`src/rtl/dmaq_pkg.sv`:
```
package dmaq_pkg;
  localparam int CFG_W        = 32;
  localparam int CNT_W        = 12;
  localparam int PID_W        = 5;
  localparam int FLOW_W       = 3;
  localparam int CFG_EN_BIT   = 0;
  localparam int CFG_SRC_LSB  = 1;
  localparam int CFG_DST_LSB  = 6;
  localparam int CFG_FLOW_LSB = 11;
  localparam int CFG_HALT_BIT = 18;
  localparam int PID_SPAN     = 1 << PID_W;

  localparam logic [FLOW_W-1:0] FLOW_MEM2MEM = 3'd0;
  localparam logic [FLOW_W-1:0] FLOW_TO_DST  = 3'd1;
  localparam logic [FLOW_W-1:0] FLOW_FROM_SRC = 3'd2;
  localparam logic [FLOW_W-1:0] FLOW_PER2PER = 3'd3;

  typedef struct packed {
    logic clearGrant;
    logic loadGrant;
    logic holdGrant;
  } grantStrobes_t;
endpackage

```
`src/rtl/dmaq_chan_eval.sv`:
```
module dmaq_chan_eval
  import dmaq_pkg::*;
#(
  parameter int NUM_PERIPH = 32
) (
  input  logic [CFG_W-1:0]      cfg,
  input  logic [CNT_W-1:0]      count,
  input  logic [NUM_PERIPH-1:0] req,
  output logic                  eligible,
  output logic                  badFlow
);
  logic [PID_SPAN-1:0] reqExt;
  logic [PID_W-1:0]    srcId;
  logic [PID_W-1:0]    dstId;
  logic [FLOW_W-1:0]   flowType;
  logic                candidate;
  logic                srcReq;
  logic                dstReq;
  logic                flowOk;
  logic                flowUnsupported;

  // Peripheral IDs beyond NUM_PERIPH read as not requesting
  always_comb begin
    reqExt = '0;
    reqExt[NUM_PERIPH-1:0] = req;
  end

  // Field extraction
  assign srcId     = cfg[CFG_SRC_LSB +: PID_W];
  assign dstId     = cfg[CFG_DST_LSB +: PID_W];
  assign flowType  = cfg[CFG_FLOW_LSB +: FLOW_W];
  assign candidate = cfg[CFG_EN_BIT] & ~cfg[CFG_HALT_BIT];
  assign srcReq    = reqExt[srcId];
  assign dstReq    = reqExt[dstId];

  // Flow-type gating
  always_comb begin
    flowOk = 1'b0;
    flowUnsupported = 1'b0;
    unique case (flowType)
      FLOW_MEM2MEM:  flowOk = 1'b1;
      FLOW_TO_DST:   flowOk = dstReq;
      FLOW_FROM_SRC: flowOk = srcReq;
      FLOW_PER2PER:  flowOk = srcReq & dstReq;
      default:       flowUnsupported = 1'b1;
    endcase
  end

  assign eligible = candidate & (count != '0) & flowOk;
  assign badFlow  = candidate & flowUnsupported;
endmodule

```
`src/rtl/dmaq_control.sv`:
```
module dmaq_control
  import dmaq_pkg::*;
(
  input  logic          clk,
  input  logic          rstN,
  input  logic          globalEn,
  input  logic          engineBusy,
  output grantStrobes_t strobes
);
  always_comb begin
    strobes = '0;
    if (!globalEn)       strobes.clearGrant = 1'b1;
    else if (engineBusy) strobes.holdGrant  = 1'b1;
    else                 strobes.loadGrant  = 1'b1;
  end

  a_r10_one_strobe: assert property (@(posedge clk) disable iff (!rstN)
    $countones(strobes) == 1)
    else $error("a_r10_one_strobe");

  a_r1_clear_when_off: assert property (@(posedge clk) disable iff (!rstN)
    !globalEn |-> strobes.clearGrant && !strobes.loadGrant)
    else $error("a_r1_clear_when_off");
endmodule

```
`src/rtl/dmaq_datapath.sv`:
```
module dmaq_datapath
  import dmaq_pkg::*;
#(
  parameter int NUM_CH     = 8,
  parameter int NUM_PERIPH = 32,
  localparam int IDX_W     = $clog2(NUM_CH)
) (
  input  logic                    clk,
  input  logic                    rstN,
  input  logic [NUM_CH*CFG_W-1:0] chanCfg,
  input  logic [NUM_CH*CNT_W-1:0] chanCount,
  input  logic [NUM_PERIPH-1:0]   reqSingle,
  input  logic [NUM_PERIPH-1:0]   reqBurst,
  input  grantStrobes_t           strobes,
  output logic                    grantValid,
  output logic [IDX_W-1:0]        grantIdx,
  output logic [NUM_CH-1:0]       flowErr
);
  logic [NUM_PERIPH-1:0] reqAny;
  logic [NUM_CH-1:0]     eligVec;
  logic [NUM_CH-1:0]     badVec;
  logic [IDX_W-1:0]      pickIdx;
  logic                  anyElig;

  // Either request line flags a peripheral
  assign reqAny = reqSingle | reqBurst;

  for (genvar c = 0; c < NUM_CH; c++) begin : g_chan
    dmaq_chan_eval #(.NUM_PERIPH(NUM_PERIPH)) u_eval (
      .cfg      (chanCfg[c*CFG_W +: CFG_W]),
      .count    (chanCount[c*CNT_W +: CNT_W]),
      .req      (reqAny),
      .eligible (eligVec[c]),
      .badFlow  (badVec[c])
    );

    a_r7_zero_count: assert property (@(posedge clk) disable iff (!rstN)
      (chanCount[c*CNT_W +: CNT_W] == '0) |-> !eligVec[c])
      else $error("a_r7_zero_count");

    a_r2_halted_idle: assert property (@(posedge clk) disable iff (!rstN)
      chanCfg[c*CFG_W + CFG_HALT_BIT] |-> !eligVec[c])
      else $error("a_r2_halted_idle");
  end

  // Fixed priority, lowest index first
  always_comb begin
    pickIdx = '0;
    for (int c = NUM_CH - 1; c >= 0; c--) begin
      if (eligVec[c]) pickIdx = IDX_W'(c);
    end
  end
  assign anyElig = |eligVec;

  always_ff @(posedge clk) begin
    if (!rstN) begin
      grantValid <= 1'b0;
      grantIdx   <= '0;
      flowErr    <= '0;
    end else begin
      flowErr <= badVec;
      if (strobes.clearGrant) begin
        grantValid <= 1'b0;
        grantIdx   <= '0;
      end else if (strobes.loadGrant) begin
        grantValid <= anyElig;
        grantIdx   <= pickIdx;
      end
    end
  end

  a_r10_hold_stable: assert property (@(posedge clk) disable iff (!rstN)
    strobes.holdGrant |=> $stable(grantIdx) && $stable(grantValid))
    else $error("a_r10_hold_stable");

  a_r8_chan0_first: assert property (@(posedge clk) disable iff (!rstN)
    strobes.loadGrant && eligVec[0] |=> grantValid && grantIdx == '0)
    else $error("a_r8_chan0_first");

  a_r9_bad_not_elig: assert property (@(posedge clk) disable iff (!rstN)
    (badVec & eligVec) == '0)
    else $error("a_r9_bad_not_elig");
endmodule

```
`src/rtl/dma_req_qualifier.sv`:
```
module dma_req_qualifier
  import dmaq_pkg::*;
#(
  parameter int NUM_CH     = 8,
  parameter int NUM_PERIPH = 32,
  localparam int IDX_W     = $clog2(NUM_CH)
) (
  input  logic                    clk,
  input  logic                    rstN,
  input  logic                    globalEn,
  input  logic [NUM_CH*CFG_W-1:0] chanCfg,
  input  logic [NUM_CH*CNT_W-1:0] chanCount,
  input  logic [NUM_PERIPH-1:0]   reqSingle,
  input  logic [NUM_PERIPH-1:0]   reqBurst,
  input  logic                    engineBusy,
  output logic                    grantValid,
  output logic [IDX_W-1:0]        grantIdx,
  output logic [NUM_CH-1:0]       flowErr
);
  grantStrobes_t strobes;

  dmaq_control u_ctrl (
    .clk        (clk),
    .rstN       (rstN),
    .globalEn   (globalEn),
    .engineBusy (engineBusy),
    .strobes    (strobes)
  );

  dmaq_datapath #(.NUM_CH(NUM_CH), .NUM_PERIPH(NUM_PERIPH)) u_dp (
    .clk        (clk),
    .rstN       (rstN),
    .chanCfg    (chanCfg),
    .chanCount  (chanCount),
    .reqSingle  (reqSingle),
    .reqBurst   (reqBurst),
    .strobes    (strobes),
    .grantValid (grantValid),
    .grantIdx   (grantIdx),
    .flowErr    (flowErr)
  );

  a_r1_disabled_no_grant: assert property (@(posedge clk) disable iff (!rstN)
    !globalEn |=> !grantValid)
    else $error("a_r1_disabled_no_grant");
endmodule

```
`config.mk`:
```
export PLATFORM = sky130hd
export DESIGN_NAME = dma_req_qualifier
export DESIGN_NICKNAME = d
export VERILOG_FILES = /design/src/rtl/dmaq_pkg.sv /design/src/rtl/dmaq_chan_eval.sv /design/src/rtl/dmaq_control.sv /design/src/rtl/dmaq_datapath.sv /design/src/rtl/dma_req_qualifier.sv
export SDC_FILE = /design/constraint.sdc
export NUM_CORES = 1
export LEC_CHECK = 0
export BUFFER_PORTS_ARGS = -buffer_cell sky130_fd_sc_hd__buf_2
export CAP_MARGIN = 40
export CELL_PAD_IN_SITES_DETAIL_PLACEMENT = 1
export CELL_PAD_IN_SITES_GLOBAL_PLACEMENT = 2
export CORE_ASPECT_RATIO = 0.75
export CORE_MARGIN = 2
export CORE_UTILIZATION = 22
export DETAILED_ROUTE_END_ITERATION = 12
export GPL_ROUTABILITY_DRIVEN = 0
export PLACE_DENSITY_LB_ADDON = 0.08
export SYNTH_ARGS = -nofsm -noshare
export SYNTH_HDL_FRONTEND = slang
export SYNTH_SLANG_ARGS = --single-unit
```
`constraint.sdc`:
```
create_clock -name clk -period 3.1 [get_ports clk]
set_input_delay 0.155 -clock clk [delete_from_list [all_inputs] [get_ports clk]]
set_output_delay 0.155 -clock clk [all_outputs]
set_load 0.01 [all_outputs]
```
Yosys cells after proc, flatten, opt, wreduce, memory -nomap -nowiden
Index checks and enable logic that the tools add are counted.
- div/mod/pow operators: 0
- multiply operators: 0
- shift-type cells: 0
- multiplexer cells: 59
- $add $sub $neg: 0
- order comparisons: 16
- bitwise gates (word level): 49
- eq/ne operators: 24
- reduce and logical (&&, ||, !) cells: 26
- operator list (cell ; number):
    less-than comparator 5 x 6 -> 1 bit (second input constant) ; 16
    nonzero test 12 bit ; 8
    binary-select mux 1 bit (select 5 bit) ; 16
    == test 3 x 2 -> 1 bit (second input constant) ; 16
    bitwise AND 1 bit ; 40
    bitwise OR 32 bit ; 1
    one-hot mux 1 bit (4 select lines) ; 8
    OR reduction 4 bit ; 8
    2-to-1 mux 1 bit ; 26
    == test 3 x 1 -> 1 bit (second input constant) ; 8
    zero test 3 bit ; 8
    2-to-1 mux 3 bit ; 8
    NOT 1 bit ; 8
    OR reduction 8 bit ; 1
    2-to-1 mux 2 bit ; 1
    AND reduction 2 bit ; 1
- flip-flop bits (word level): 12
- bits in latches: 0
- bits in read-only memories: 0
- memories kept: 0
- bits of input ports: 420
- bits in writable memories: 0
- word-level logic and storage cells: 177

Depth between registers and ports, before layout
Gate-level depths: netlist of run 1.
- word-level depth: 14
- mapped depth: 10
- depth with buffers taken out: 8

Hierarchy
Synthesis of run 1 repeated with hierarchy kept, for this count alone.
- cell total of the unflattened synthesis: 548
- area, all modules: 6227.2 sq um
- modules (own cells, without submodules) (module ; area each (sq um) ; instances ; cells an instance ; sequential area each (sq um)):
    dmaq_chan_eval ; 694.4 ; 8 ; 59 ; 0.0
    dmaq_datapath ; 651.9 ; 1 ; 73 ; 240.2
    dmaq_control ; 20.0 ; 1 ; 3 ; 0.0

Worst setup path before layout of run 1
No wires, ideal clock.
- path kind: input -> register
- start point: input chanCfg[166]
- end point: register u_dp.grantIdx[0]
- path buffers: 1
- arrival: 2.249 ns
- stages on the path: 7
- slack: 0.756 ns
- library setup time: 0.096 ns
- cell sequence: clkbuf_1 -> mux4_2 -> mux4_2 -> o211ai_2 -> a32oi_1 -> o311a_1 -> o41ai_2
- longest elaborated chain between the ends: 11
- ends and longest elaborated chain (item ; line ; source):
    start: declaration ; dma_req_qualifier.sv:11 ; input logic [NUM_CH*CFG_W-1:0] chanCfg,
    binary-select mux 1 bit (select 5 bit) * ; dmaq_chan_eval.sv:34 ; assign dstReq = reqExt[dstId];
    2-to-1 mux 1 bit (implied by the code) * ; dmaq_chan_eval.sv:34 ;
    bitwise AND 1 bit ; dmaq_chan_eval.sv:44 ; FLOW_PER2PER: flowOk = srcReq & dstReq;
    one-hot mux 1 bit (4 select lines) * ; dmaq_chan_eval.sv:40 ; unique case (flowType)
    bitwise AND 1 bit * ; dmaq_chan_eval.sv:49 ; assign eligible = candidate & (count != '0) & flowOk;
    2-to-1 mux 3 bit * (6 in a row) ; dmaq_datapath.sv:50 ; if (eligVec[c]) pickIdx = IDX_W'(c);
    end signal: assignment ; dmaq_datapath.sv:67 ; grantIdx <= pickIdx;
    end: declaration ; dmaq_datapath.sv:16 ; output logic [IDX_W-1:0] grantIdx,
Mark *: on every way between the ends. The rest lies on a longest branch, timed or not. The select of a mux whose other input is x is not followed.
A chain may end at the register's enable or synchronous reset.

Worst setup path in the final report of run 1
- start point: input reqBurst[7]
- end point: register u_dp.grantIdx[0]
- longest elaborated chain between the ends: 14
- ends and longest elaborated chain (item ; line ; source):
    start: declaration ; dma_req_qualifier.sv:14 ; input logic [NUM_PERIPH-1:0] reqBurst,
    bitwise OR 32 bit * ; dmaq_datapath.sv:26 ; assign reqAny = reqSingle | reqBurst;
    binary-select mux 1 bit (select 5 bit), on equally long branches ; dmaq_chan_eval.sv:33, dmaq_chan_eval.sv:34 ;
    2-to-1 mux 1 bit, on equally long branches ; dmaq_chan_eval.sv:33, dmaq_chan_eval.sv:34 ;
    bitwise AND 1 bit ; dmaq_chan_eval.sv:44 ;
    one-hot mux 1 bit (4 select lines) ; dmaq_chan_eval.sv:40 ;
    bitwise AND 1 bit ; dmaq_chan_eval.sv:49 ;
    2-to-1 mux 3 bit (7 in a row) ; dmaq_datapath.sv:50 ;
    2-to-1 mux 3 bit * ; dmaq_datapath.sv:50 ;
Marked as above.

==> summary.txt, run 1 <==
Clock tree
  – Number of clock buffers inserted by TritonCTS: 3
  – Total clock sinks: 12
  – Count of hold-fix buffers inserted at cts: 0
  – Cell chosen for the clock root: sky130_fd_sc_hd__clkbuf_16
  – TritonCTS clock tree: yes
  – Clock input transition at the sequential cells of the worst setup and hold paths: roughly 0.050 ns
  – Setup Buffers After CTS: 0
  – Post-cts repair resize count: 0
  – Insertion delay of the later-clocked pin in the worst-skew pair: between 0.2 and 0.3 ns
  – Clock buffer depth: 2
  – Clock H-tree levels: 1

STA
  – Worst slew pin tran: between 0.8 and 0.9 ns
  – Part of the cycle the worst path needs: 85.2%
  – Endpoints failing setup: 0
  – Period minus WS final: between 2 and 3 ns
  – Total count of hold-check failures in the final report: 0
  – Final Slew Violations: 0
  – Setup total negative slack: 0 ns
  – Worst clock skew: 0 ns
  – Rel. slew slack: 43.3%
  – Setup repair after global routing missed its margin: no
  – Achievable Freq: about 380 MHz

GRT
  – Number of antenna violations at the first check in global routing: 0
  – Global-route wire length before repair: about 48000 um
  – Pin count of the biggest net entering global routing: 18
  – Total routing usage reported by global routing: around a quarter
  – GRT Residual Overflow: 0
  – Number of global-route vias before repair: 7363

Synth
  – Cell type with the highest aggregate area in the netlist: sky130_fd_sc_hd__mux4_2
  – Syn avg cell area: around 9.5 um^2
  – Fraction of synthesis flops using an asynchronous set or reset pin: 0%
  – Netlist Area Pre-Place: 5660 um^2
  – Count of distinct cell types in the synthesized netlist: roughly 70
  – Largest cells by area after synthesis: sky130_fd_sc_hd__mux4_2, sky130_fd_sc_hd__dfxtp_1, sky130_fd_sc_hd__mux2i_1
  – Number of synthesized flops with an enable pin: 0
  – Seq/Total Area, Yosys: about 4.2%
  – Fraction of post-synthesis cell area in the top cell type by area: a little over two fifths
  – Predominant post-synthesis flop cell: sky130_fd_sc_hd__dfxtp_1
  – Number of register bits inferred by synthesis: 12
  – Syn_nets: ~1000
  – Total number of yosys warnings: 0
  – Number of cells produced by synthesis: about 600

Worst setup path
  – Critical Path Slowest Stage Cell: sky130_fd_sc_hd__a211oi_1
  – Critical Setup Path Class: in -> reg
  – Count of buffering cells on the critical path with inverters included: 2
  – Largest stage delay, worst path: 0.70 ns
  – Highest net fanout along the worst path: 5
  – Critical path's top delay family: compound AO/OA/AOI/OAI gates
  – Required arrival time at the worst endpoint: 3.26 ns
  – Startpoint kind of the worst setup timing path: primary input
  – Critical path cell sequence: buf_2 -> nor2_1 -> buf_4 -> mux4_2 -> mux2i_1 -> a22oi_1 -> a211oi_1 -> a32oi_1 -> o311a_1 -> o41ai_2
  – Worst path arrival time: approximately 2.8 ns
  – Crit end category: flip-flop

Detailed routing
  – Met3 WL: 3360 um
  – Wire length on met1: ~14000 um
  – Vias per cell: about 5.8
  – Detailed-router iteration count before antenna repair: 5
  – Average wire per cell in the routed design: 26.9 um
  – First DRT Iteration DRCs: 731
  – Highest metal layer used by the detailed router: met4
  – WL final: roughly 33000 um
  – DR WL met2: 15100 um
  – Count of antenna-violating nets left after detailed routing: 0
  – DRC Markers: 0
  – Detailed-route via count: just over 7000

Finish
  – Most common cell after layout, fill and taps aside: sky130_fd_sc_hd__buf_2
  – Number of nets in the final layout: approximately 1300
  – Post-route design area: 7880 um^2
  – Top library cells by usage in the layout, fill and taps aside: sky130_fd_sc_hd__buf_2, sky130_fd_sc_hd__mux4_2, sky130_fd_sc_hd__buf_4, sky130_fd_sc_hd__nor2_1, sky130_fd_sc_hd__nand2_1
  – Share of layout cells above drive strength 1: a little under three fifths
  – Count of non-filler cells in the finished layout: roughly 1200
  – Fill cell total of the finished layout: roughly 3000
  – Diode count: 0
  – Area growth from synthesis to layout: 39.2%

Pwr
  – Combinational cell fraction of total power: 70.7%
  – Sequential fraction of design power: a little over a tenth
  – PD cells: 192 nW/um^2
  – Pint: roughly 880 uW
  – Maximum vdd drop: roughly 0.13 mV
  – Clock share of power: 18.7%
  – Standby leakage power: 0.00322 uW
  – Net switching share of the total power: a little over two fifths
  – Power dissipated by switching net loads: about 640 uW

Floorplan
  – Horizontal die dimension: between 150 and 200 um
  – Initial Util: a little under a quarter
  – IO Count: about 430
  – Area of the core: 25100 um^2
  – Core Rows: 50
  – Die extent in y: roughly 140 um
  – Area of the die: roughly 27000 um^2

Hold path
  – Tightest Hold Check Type: in -> reg

Placement
  – Placed insts: roughly 1200
  – HPWL reported at the end of detailed placement: roughly 26000 um
  – Post-placement cell area: just under 8000 um^2
  – # port buffers: just under 300

Run
  – Max cap viols: 0

Outcome
  – Outcome: finished, final reports clean
-- Yosys cell counts (all sizes together), types with 4 or more instances --
library cell / count
a2111o: 4
a2111oi: 8
a211o: 5
a211oi: 9
a21oi: 6
a221oi: 5
a311oi: 5
buf: 16
clkbuf: 55
dfxtp: 12
inv: 17
mux2: 9
mux2i: 24
mux4: 109
nand2: 34
nand2b: 13
nand3: 18
nand3b: 9
nor2: 48
nor2b: 5
nor3: 31
nor3b: 8
nor4: 29
o2111ai: 5
o211ai: 10
o21ai: 22
o22ai: 5
o311a: 4
or2: 11
or3: 7
-- per-layer routing --
metal	vias to the layer above	global-route usage, %
met3	49	5.16
li1	3083	-
met1	3543	32.5
met2	457	37.9
met4	0	4.65
met5	-	0
-- layout make-up --
class / count / area (um^2) / area share (%)
inverters: 17 / 63.8 / 0.810
clock buffers: 4 / 88.8 / 1.13
flip-flops and latches: 12 / 240 / 3.05
well taps: 338 / 423 / 5.37
repair buffers: 351 / 2000 / 25.4
multi-input cells: 498 / 5060 / 64.2
-- per-stage QoR --
stage	power, uW	hold WS, ns	setup slack (ns)	utilization [%]
after floorplan	721	0.268	0.756	-
after CTS	1520	0.118	0.450	31.3
final	1510	0.125	0.458	31.3
after global placement	1200	0.388	0.225	30.9
after detailed placement	1220	0.391	0.207	30.9
after global routing	1610	0.136	0.313	31.3
-- cells by family after synthesis --
kind of cell	share of synthesized area, %
buffers and inverters	6.74
AOI/OAI and AO/OA	17.0
DFF	4.24
and+or+nand+nor	22.4
muxes	49.6
-- sequential cells by signal (all words and copies together) (netlist names) --
| name | flops |
|---|---|
| u_dp.grantIdx | 3 |
| u_dp.grantValid | 1 |
| u_dp.flowErr | 8 |
-- worst paths after layout --
path         depth (start not counted)                          start  slack (ns)                       endpoint
max                                 10                    reqBurst[7]        0.46  u_dp.grantIdx[0]$_SDFFE_PN0P_
min reg2reg                          2  u_dp.grantIdx[2]$_SDFFE_PN0P_        0.46  u_dp.grantIdx[2]$_SDFFE_PN0P_
max reg2reg                          2   u_dp.grantValid$_SDFFE_PN0P_        2.41   u_dp.grantValid$_SDFFE_PN0P_
min                                  3                   chanCfg[173]        0.13     u_dp.flowErr[5]$_SDFF_PN0_
-- power groups by stage --
| stage | combinational (uW) | clock (uW) | sequential (uW) |
|---|---|---|---|
| after global placement | 1030 | 0 | 163 |
| after CTS | 1060 | 296 | 160 |
| after global routing | 1140 | 305 | 160 |
| final | 1070 | 283 | 160 |
| after detailed placement | 1060 | 0 | 163 |
| after floorplan | 555 | 0 | 165 |
-- tightest hold or removal path, delay by kind of cell --
family | cells | cell delay [ns]
buf+inv | 1 | 0.10
simple gates | 2 | 0.08
Note: power is estimated with default switching activity, not from simulation.
==> run 2: changes to the inputs <==
--- a/config.mk
+++ b/config.mk
@@ -5,13 +5,14 @@
 export SDC_FILE = /design/constraint.sdc
 export NUM_CORES = 1
 export LEC_CHECK = 0
+export ABC_AREA = 1
 export BUFFER_PORTS_ARGS = -buffer_cell sky130_fd_sc_hd__buf_2
 export CAP_MARGIN = 40
 export CELL_PAD_IN_SITES_DETAIL_PLACEMENT = 1
 export CELL_PAD_IN_SITES_GLOBAL_PLACEMENT = 2
 export CORE_ASPECT_RATIO = 0.75
 export CORE_MARGIN = 2
-export CORE_UTILIZATION = 22
+export CORE_UTILIZATION = 18
 export DETAILED_ROUTE_END_ITERATION = 12
 export GPL_ROUTABILITY_DRIVEN = 0
 export PLACE_DENSITY_LB_ADDON = 0.08
==> run 2 against run 1 <==
Compared with the run above:
- worst hold slack got worse by 0.021 ns
- clock skew did not move
- sequential share of layout area barely moved
- synthesized cell count rose by 99%
- sequential power barely moved
- via count rose by 32%
- global-route usage fell by 0.19 points
- total power rose by 4.2%
- critical endpoint is now u_dp.grantIdx[1]$_SDFFE_PN0P_
==> summary.txt, run 2 <==
Synth
  – Cell type with the highest aggregate area in the netlist: sky130_fd_sc_hd__nand3_1
  – Fraction of synthesis flops using an asynchronous set or reset pin: 0%
  – Number of synthesized flops with an enable pin: 0
  – Count of distinct cell types in the synthesized netlist: 31
  – Number of register bits inferred by synthesis: 12
  – Number of cells produced by synthesis: roughly 1200
  – Syn avg cell area: roughly 5.1 um^2
  – Total number of yosys warnings: 0
  – Largest cells by area after synthesis: sky130_fd_sc_hd__nand3_1, sky130_fd_sc_hd__a21oi_1, sky130_fd_sc_hd__nand2_1
  – Predominant post-synthesis flop cell: sky130_fd_sc_hd__dfxtp_1
  – Most frequent cells after synthesis: sky130_fd_sc_hd__nand2_1, sky130_fd_sc_hd__nand3_1, sky130_fd_sc_hd__a21oi_1
  – Netlist Area Pre-Place: 6080 um^2
  – Most instantiated library cell after synthesis: sky130_fd_sc_hd__nand2_1
  – Syn_nets: between 1500 and 2000
  – Fraction of post-synthesis cell area in the top cell type by area: a little under a fifth
  – Seq/Total Area, Yosys: 3.95%

Detailed routing
  – DRC Markers: 0
  – WL final: 42300 um
  – Met3 WL: about 2400 um
  – Wire length on met1: a little over 20000 um
  – Detailed-router iteration count before antenna repair: 5
  – Vias per cell: around 5.0
  – DR WL met2: 18600 um
  – Highest metal layer used by the detailed router: met5
  – Average wire per cell in the routed design: about 22 um
  – First DRT Iteration DRCs: 800
  – Count of antenna-violating nets left after detailed routing: 0
  – Detailed-route via count: roughly 9400

Floorplan
  – IO Count: around 430
  – Die extent in y: 163 um
  – Initial Util: between 15 and 20%
  – Area of the die: 35300 um^2
  – Core Rows: 58
  – Area of the core: 33400 um^2
  – Horizontal die dimension: between 200 and 250 um

Worst setup path
  – Critical Path Slowest Stage Cell: sky130_fd_sc_hd__o211ai_1
  – Highest net fanout along the worst path: 8
  – Startpoint of the lowest-slack register-to-register path: u_dp.grantValid$_SDFFE_PN0P_
  – Largest stage delay, worst path: around 0.64 ns
  – Critical path's top delay family: compound AO/OA/AOI/OAI gates
  – Worst path arrival time: 2.47 ns
  – Count of buffering cells on the critical path with inverters included: 2
  – Required arrival time at the worst endpoint: ~3.3 ns
  – Critical Setup Path Class: in -> reg
  – Startpoint kind of the worst setup timing path: primary input
  – Critical path cell sequence: buf_2 -> inv_1 -> nand2_1 -> a21oi_1 -> o21ai_1 -> nand2_1 -> nor2_1 -> o21ai_1 -> o211ai_1 -> nand3_2 -> nand3_1 -> nand3_1 -> a21oi_1
  – Crit. Startpoint: reqSingle[10]
  – Crit end category: flip-flop

Clock tree
  – Cell chosen for the clock root: sky130_fd_sc_hd__clkbuf_16
  – TritonCTS clock tree: yes
  – Count of hold-fix buffers inserted at cts: 0
  – Clock buffer depth: 2
  – Setup Buffers After CTS: 0
  – Insertion delay of the later-clocked pin in the worst-skew pair: approximately 0.24 ns
  – Clock input transition at the sequential cells of the worst setup and hold paths: roughly 0.05 ns
  – Number of clock buffers inserted by TritonCTS: 3
  – Clock H-tree levels: 1
  – Post-cts repair resize count: 0
  – Total clock sinks: 12

STA
  – Achievable Freq: between 400 and 500 MHz
  – Part of the cycle the worst path needs: roughly 74%
  – Setup repair after global routing missed its margin: no
  – Endpoints failing setup: 0
  – Worst clock skew: 0 ns
  – Worst slew pin tran: approximately 0.79 ns
  – Final Slew Violations: 0
  – Total count of hold-check failures in the final report: 0
  – Period minus WS final: about 2.3 ns
  – Rel. slew slack: between 40% and 50%
  – Setup total negative slack: 0 ns

Hold path
  – Beginning of the worst hold path: chanCfg[210]
  – Tightest Hold Check Type: in -> reg

Run
  – Max cap viols: 0

Placement
  – # port buffers: about 300
  – Post-placement cell area: around 7900 um^2
  – HPWL reported at the end of detailed placement: 32500 um

Finish
  – Number of nets in the final layout: approximately 1900
  – Most common cell after layout, fill and taps aside: sky130_fd_sc_hd__buf_2
  – Top library cells by usage in the layout, fill and taps aside: sky130_fd_sc_hd__buf_2, sky130_fd_sc_hd__nand2_1, sky130_fd_sc_hd__nand3_1, sky130_fd_sc_hd__a21oi_1, sky130_fd_sc_hd__o21ai_0
  – Fill cell total of the finished layout: between 4000 and 5000
  – Post-route design area: ~8000 um^2
  – Largest registers: u_dp.flowErr x8, u_dp.grantIdx x3, u_dp.grantValid x1
  – Area growth from synthesis to layout: 30.7%
  – Share of layout cells above drive strength 1: 27.8%
  – Max FFs per register: 8
  – Biggest register: u_dp.flowErr

Pwr
  – Maximum vdd drop: between 0.1 and 0.15 mV
  – Standby leakage power: between 0.003 and 0.004 uW
  – PD cells: a little under 200 nW/um^2

GRT
  – Number of antenna violations at the first check in global routing: 3
  – Global-route wire length before repair: slightly above 60000 um
  – Number of global-route vias before repair: approximately 9500
  – Pin count of the biggest net entering global routing: 28
  – GRT Residual Overflow: 0
  – Total routing usage reported by global routing: between 20% and 30%

Outcome
  – Outcome: finished, final reports clean
## run 2: changes by cell type after synthesis, moves of 24 or more
cell	before	now
sky130_fd_sc_hd__o211ai_1	9	38
sky130_fd_sc_hd__nor3_1	31	1
sky130_fd_sc_hd__inv_1	17	90
sky130_fd_sc_hd__a21oi_1	6	178
sky130_fd_sc_hd__clkbuf_1	53	6
sky130_fd_sc_hd__nand3_1	18	222
sky130_fd_sc_hd__buf_2	13	45
sky130_fd_sc_hd__o21ai_1	0	47
sky130_fd_sc_hd__mux2i_1	24	0
sky130_fd_sc_hd__inv_2	0	26
sky130_fd_sc_hd__mux4_2	106	0
sky130_fd_sc_hd__nand2_1	34	237
sky130_fd_sc_hd__o21ai_0	21	137
## run 2: worst reg2reg max path, delay by kind of cell (launching register included)
| family | cells | cell delay (ns) |
|---|---|---|
| flip-flops | 1 | 0.31 |
| AO/OA/AOI/OAI | 2 | 0.19 |
## run 2: final cells by class
| cell class | instances | area [um^2] | share of cell area, % |
|---|---|---|---|
| multi-input cells | 971 | 4810 | 60.5 |
| repair buffers | 334 | 1770 | 22.3 |
| well taps | 450 | 563 | 7.08 |
| inverters | 122 | 470 | 5.92 |
| flip-flops and latches | 12 | 240 | 3.02 |
| clock buffers | 4 | 88.8 | 1.12 |
| diodes | 2 | 5.00 | 0.0630 |
## run 2: power breakdown
part / switching (uW) / internal [uW]
clock: 69.2 / 195
combinational: 756 / 397
sequential: 1.30 / 159
total: 826 / 751
## run 2: per-stage QoR
step                      cells  hold slack [ns]  util [%]  total power (uW)  worst slack [ns]
after floorplan            1189            0.232         -               794              1.59
after global placement     1889            0.362      23.5              1300             0.626
after detailed placement   1889            0.360      23.5              1310             0.627
after CTS                  1893            0.106      23.8              1580             0.854
after global routing       1894            0.112      23.8              1710             0.690
final                      1895            0.105      23.8              1580             0.803
## run 2: metal layers
layer	track usage (%)	up-vias
li1	-	4648
met5	0	-
met4	4.98	2
met2	38.0	314
met1	33.1	4442
met3	2.42	40
## run 2: cell families (layout without fill, tap and decap cells)
group / Yosys count / after routing / share of synthesized area (%)
and+or+nand+nor: 552 / 552 / 42.1
AOI/OAI and AO/OA: 419 / 419 / 37.1
buffers and inverters: 206 / 460 / 16.9
DFF: 12 / 12 / 3.95
other: 0 / 2 / 0
## run 2: final timing paths
check             slack [ns]  depth (start not counted)                       endpoint
hold / removal          0.10                          2     u_dp.flowErr[6]$_SDFF_PN0_
hold reg to reg         0.48                          2  u_dp.grantIdx[1]$_SDFFE_PN0P_
setup reg to reg        2.49                          2   u_dp.grantValid$_SDFFE_PN0P_
setup / recovery        0.80                         13  u_dp.grantIdx[1]$_SDFFE_PN0P_
==> run 3: changes to the inputs <==
==> constraint.sdc (replaced) <==
create_clock -name clk -period 2.15 [get_ports clk]
set_input_delay 0.1075 -clock clk [delete_from_list [all_inputs] [get_ports clk]]
set_output_delay 0.1075 -clock clk [all_outputs]
set_load 0.01 [all_outputs]
==> run 3 against run 2 <==
Compared with the run above:
- routed wire length grew 0.23%
- cell count rose by 4.1%
- first-iteration DRC count shrank 29%
- worst hold slack got worse by 0.041 ns
- clock skew unchanged
- via count grew 2.6%
- sequential share of layout area fell by 0.31 points
- setup slack worse by 0.55 ns
- sequential power up 44%
- clock-buffer cell count down 1
- final area rose by 11%
==> summary.txt, run 3 (synthesis gave the netlist of run 2 again) <==
GRT
  – Total routing usage reported by global routing: 23.2%
  – Number of antenna violations at the first check in global routing: 4
  – Pin count of the biggest net entering global routing: 24
  – Number of global-route vias before repair: between 9000 and 10000
  – GRT Residual Overflow: 0
  – Global-route wire length before repair: about 62000 um

Worst setup path
  – Highest net fanout along the worst path: 5
  – Worst flop-to-flop path endpoint: u_dp.grantValid$_SDFFE_PN0P_
  – Crit end category: flip-flop
  – Worst path arrival time: between 2 and 2.5 ns
  – Worst reg-to-reg path cell count: 2
  – Critical Setup Path Class: in -> reg
  – Startpoint kind of the worst setup timing path: primary input
  – Setup slack on the worst flop-to-flop path: between 1.5 and 2 ns
  – Required arrival time at the worst endpoint: about 2.3 ns
  – Startpoint of the lowest-slack register-to-register path: u_dp.grantValid$_SDFFE_PN0P_

Hold path
  – Hold EP: u_dp.flowErr[6]$_SDFF_PN0_
  – Tightest Hold Check Type: in -> reg
  – Hold Path Stages: 2
  – Beginning of the worst hold path: chanCfg[210]

Run
  – Max cap viols: 0

Placement
  – Post-placement cell area: slightly below 9000 um^2
  – # port buffers: 295
  – HPWL reported at the end of detailed placement: roughly 34000 um
  – Placed insts: 1969

Clock tree
  – Count of hold-fix buffers inserted at cts: 0
  – Total clock sinks: 12
  – TritonCTS clock tree: yes
  – Clock H-tree levels: 1
  – Post-cts repair resize count: 0
  – Cell chosen for the clock root: sky130_fd_sc_hd__clkbuf_16
  – Insertion delay of the later-clocked pin in the worst-skew pair: 0.24 ns
  – Clock input transition at the sequential cells of the worst setup and hold paths: 0.04 ns
  – Number of clock buffers inserted by TritonCTS: 3
  – Clock buffer depth: 2
  – Setup Buffers After CTS: 0

Finish
  – Max FFs per register: 8
  – Count of non-filler cells in the finished layout: around 2000
  – Number of nets in the final layout: approximately 2000
  – Biggest register: u_dp.flowErr
  – Top library cells by usage in the layout, fill and taps aside: sky130_fd_sc_hd__buf_2, sky130_fd_sc_hd__nand2_1, sky130_fd_sc_hd__nand3_1, sky130_fd_sc_hd__a21oi_1, sky130_fd_sc_hd__o21ai_0
  – Area growth from synthesis to layout: 45.5%
  – Final core area utilization: 26.5%
  – Most common cell after layout, fill and taps aside: sky130_fd_sc_hd__buf_2
  – Post-route design area: 8850 um^2
  – Share of layout cells above drive strength 1: roughly a third
  – Largest registers: u_dp.flowErr x8, u_dp.grantIdx x3, u_dp.grantValid x1

Floorplan
  – Horizontal die dimension: roughly 220 um
  – Area of the core: 33400 um^2
  – Die extent in y: between 150 and 200 um
  – Area of the die: 35300 um^2
  – Core Rows: slightly below 60
  – IO Count: roughly 430
  – Initial Util: a little under a fifth

STA
  – Endpoints failing setup: 0
  – Worst slew pin tran: around 0.47 ns
  – Setup repair after global routing missed its margin: no
  – Worst clock skew: 0 ns
  – Period minus WS final: approximately 1.9 ns
  – Rel. slew slack: between 60% and 70%
  – Final Slew Violations: 0
  – Part of the cycle the worst path needs: a little under 90%
  – Achievable Freq: roughly 530 MHz
  – Total count of hold-check failures in the final report: 0

Detailed routing
  – Detailed-route via count: 9694
  – Average wire per cell in the routed design: 21.5 um
  – Vias per cell: between 4 and 5
  – First DRT Iteration DRCs: 565
  – WL final: between 40000 and 50000 um
  – DRC Markers: 0
  – Detailed-router iteration count before antenna repair: 5
  – Count of antenna-violating nets left after detailed routing: 0

Outcome
  – Outcome: finished, final reports clean

Pwr
  – PD cells: 273 nW/um^2
  – Standby leakage power: roughly 0.0043 uW
  – Maximum vdd drop: between 0.3 and 0.4 mV
[run 3: changes by cell type in the layout (fill, tap and decap cells not counted), sizes merged]
cell / before / now
buf: 334 / 414
clkbuf: 4 / 3
diode: 2 / 1
[run 3: worst max-delay path by stage]
stage                      start                            end  slack [ns]  cells after the start
finish              reqSingle[2]  u_dp.grantIdx[0]$_SDFFE_PN0P_        0.26                     17
global route        reqBurst[13]  u_dp.grantIdx[2]$_SDFFE_PN0P_       0.004                     17
CTS                 reqBurst[13]  u_dp.grantIdx[2]$_SDFFE_PN0P_        0.24                     17
detailed placement  reqBurst[13]  u_dp.grantIdx[2]$_SDFFE_PN0P_      -0.001                     17
global placement    reqBurst[29]  u_dp.grantIdx[0]$_SDFFE_PN0P_       -0.01                     19
floorplan            chanCfg[33]  u_dp.grantIdx[2]$_SDFFE_PN0P_        0.68                     14
[run 3: stage by stage]
step | hold slack [ns] | setup WS, ns | TNS (ns) | power (uW)
detailed placement | 0.320 | -0.00109 | -0.00109 | 2080
finish | 0.0635 | 0.258 | 0 | 2420
global placement | 0.314 | -0.0112 | -0.0112 | 2060
floorplan | 0.185 | 0.685 | 0 | 1150
CTS | 0.0609 | 0.237 | 0 | 2430
global route | 0.0867 | 0.00425 | 0 | 2620
[run 3: layout make-up]
cell class,count,area [um^2]
clock buffers,3,75.1
diodes,1,2.50
repair buffers,414,2680
multi-input cells,971,4810
fillers,4447,24500
inverters,122,470
well taps,450,563
flip-flops and latches,12,240
[run 3: where the power goes]
group          switching (uW)  total [uW]  internal, uW
Sequential               1.98         231           229
Combinational            1110        1840           730
Clock                    96.8         339           242
[run 3: worst max-delay path, stage by stage]
cell and delay [ns]:
sky130_fd_sc_hd__buf_2 0.10, sky130_fd_sc_hd__inv_1 0.05, sky130_fd_sc_hd__nand2_1 0.29, sky130_fd_sc_hd__a21oi_1 0.22
sky130_fd_sc_hd__o21ai_1 0.08, sky130_fd_sc_hd__nand3_1 0.10, sky130_fd_sc_hd__nand3_1 0.08, sky130_fd_sc_hd__nand3b_1 0.08
sky130_fd_sc_hd__nand3_1 0.26, sky130_fd_sc_hd__nand3_1 0.23, sky130_fd_sc_hd__nand2_1 0.07, sky130_fd_sc_hd__nand2_1 0.07
sky130_fd_sc_hd__nand2_1 0.05, sky130_fd_sc_hd__nand2_1 0.06, sky130_fd_sc_hd__nand2_1 0.04, sky130_fd_sc_hd__nand2_1 0.05
sky130_fd_sc_hd__a21oi_1 0.05
[run 3: metal layers]
layer / global-route usage [%] / share of wire (%) / vias up
met5: 0 / 0.087 / -
met4: 4.58 / 1.8 / 6
met3: 2.92 / 6.1 / 42
met2: 38.6 / 45 / 327
met1: 32.1 / 47 / 4516
li1: - / - / 4803
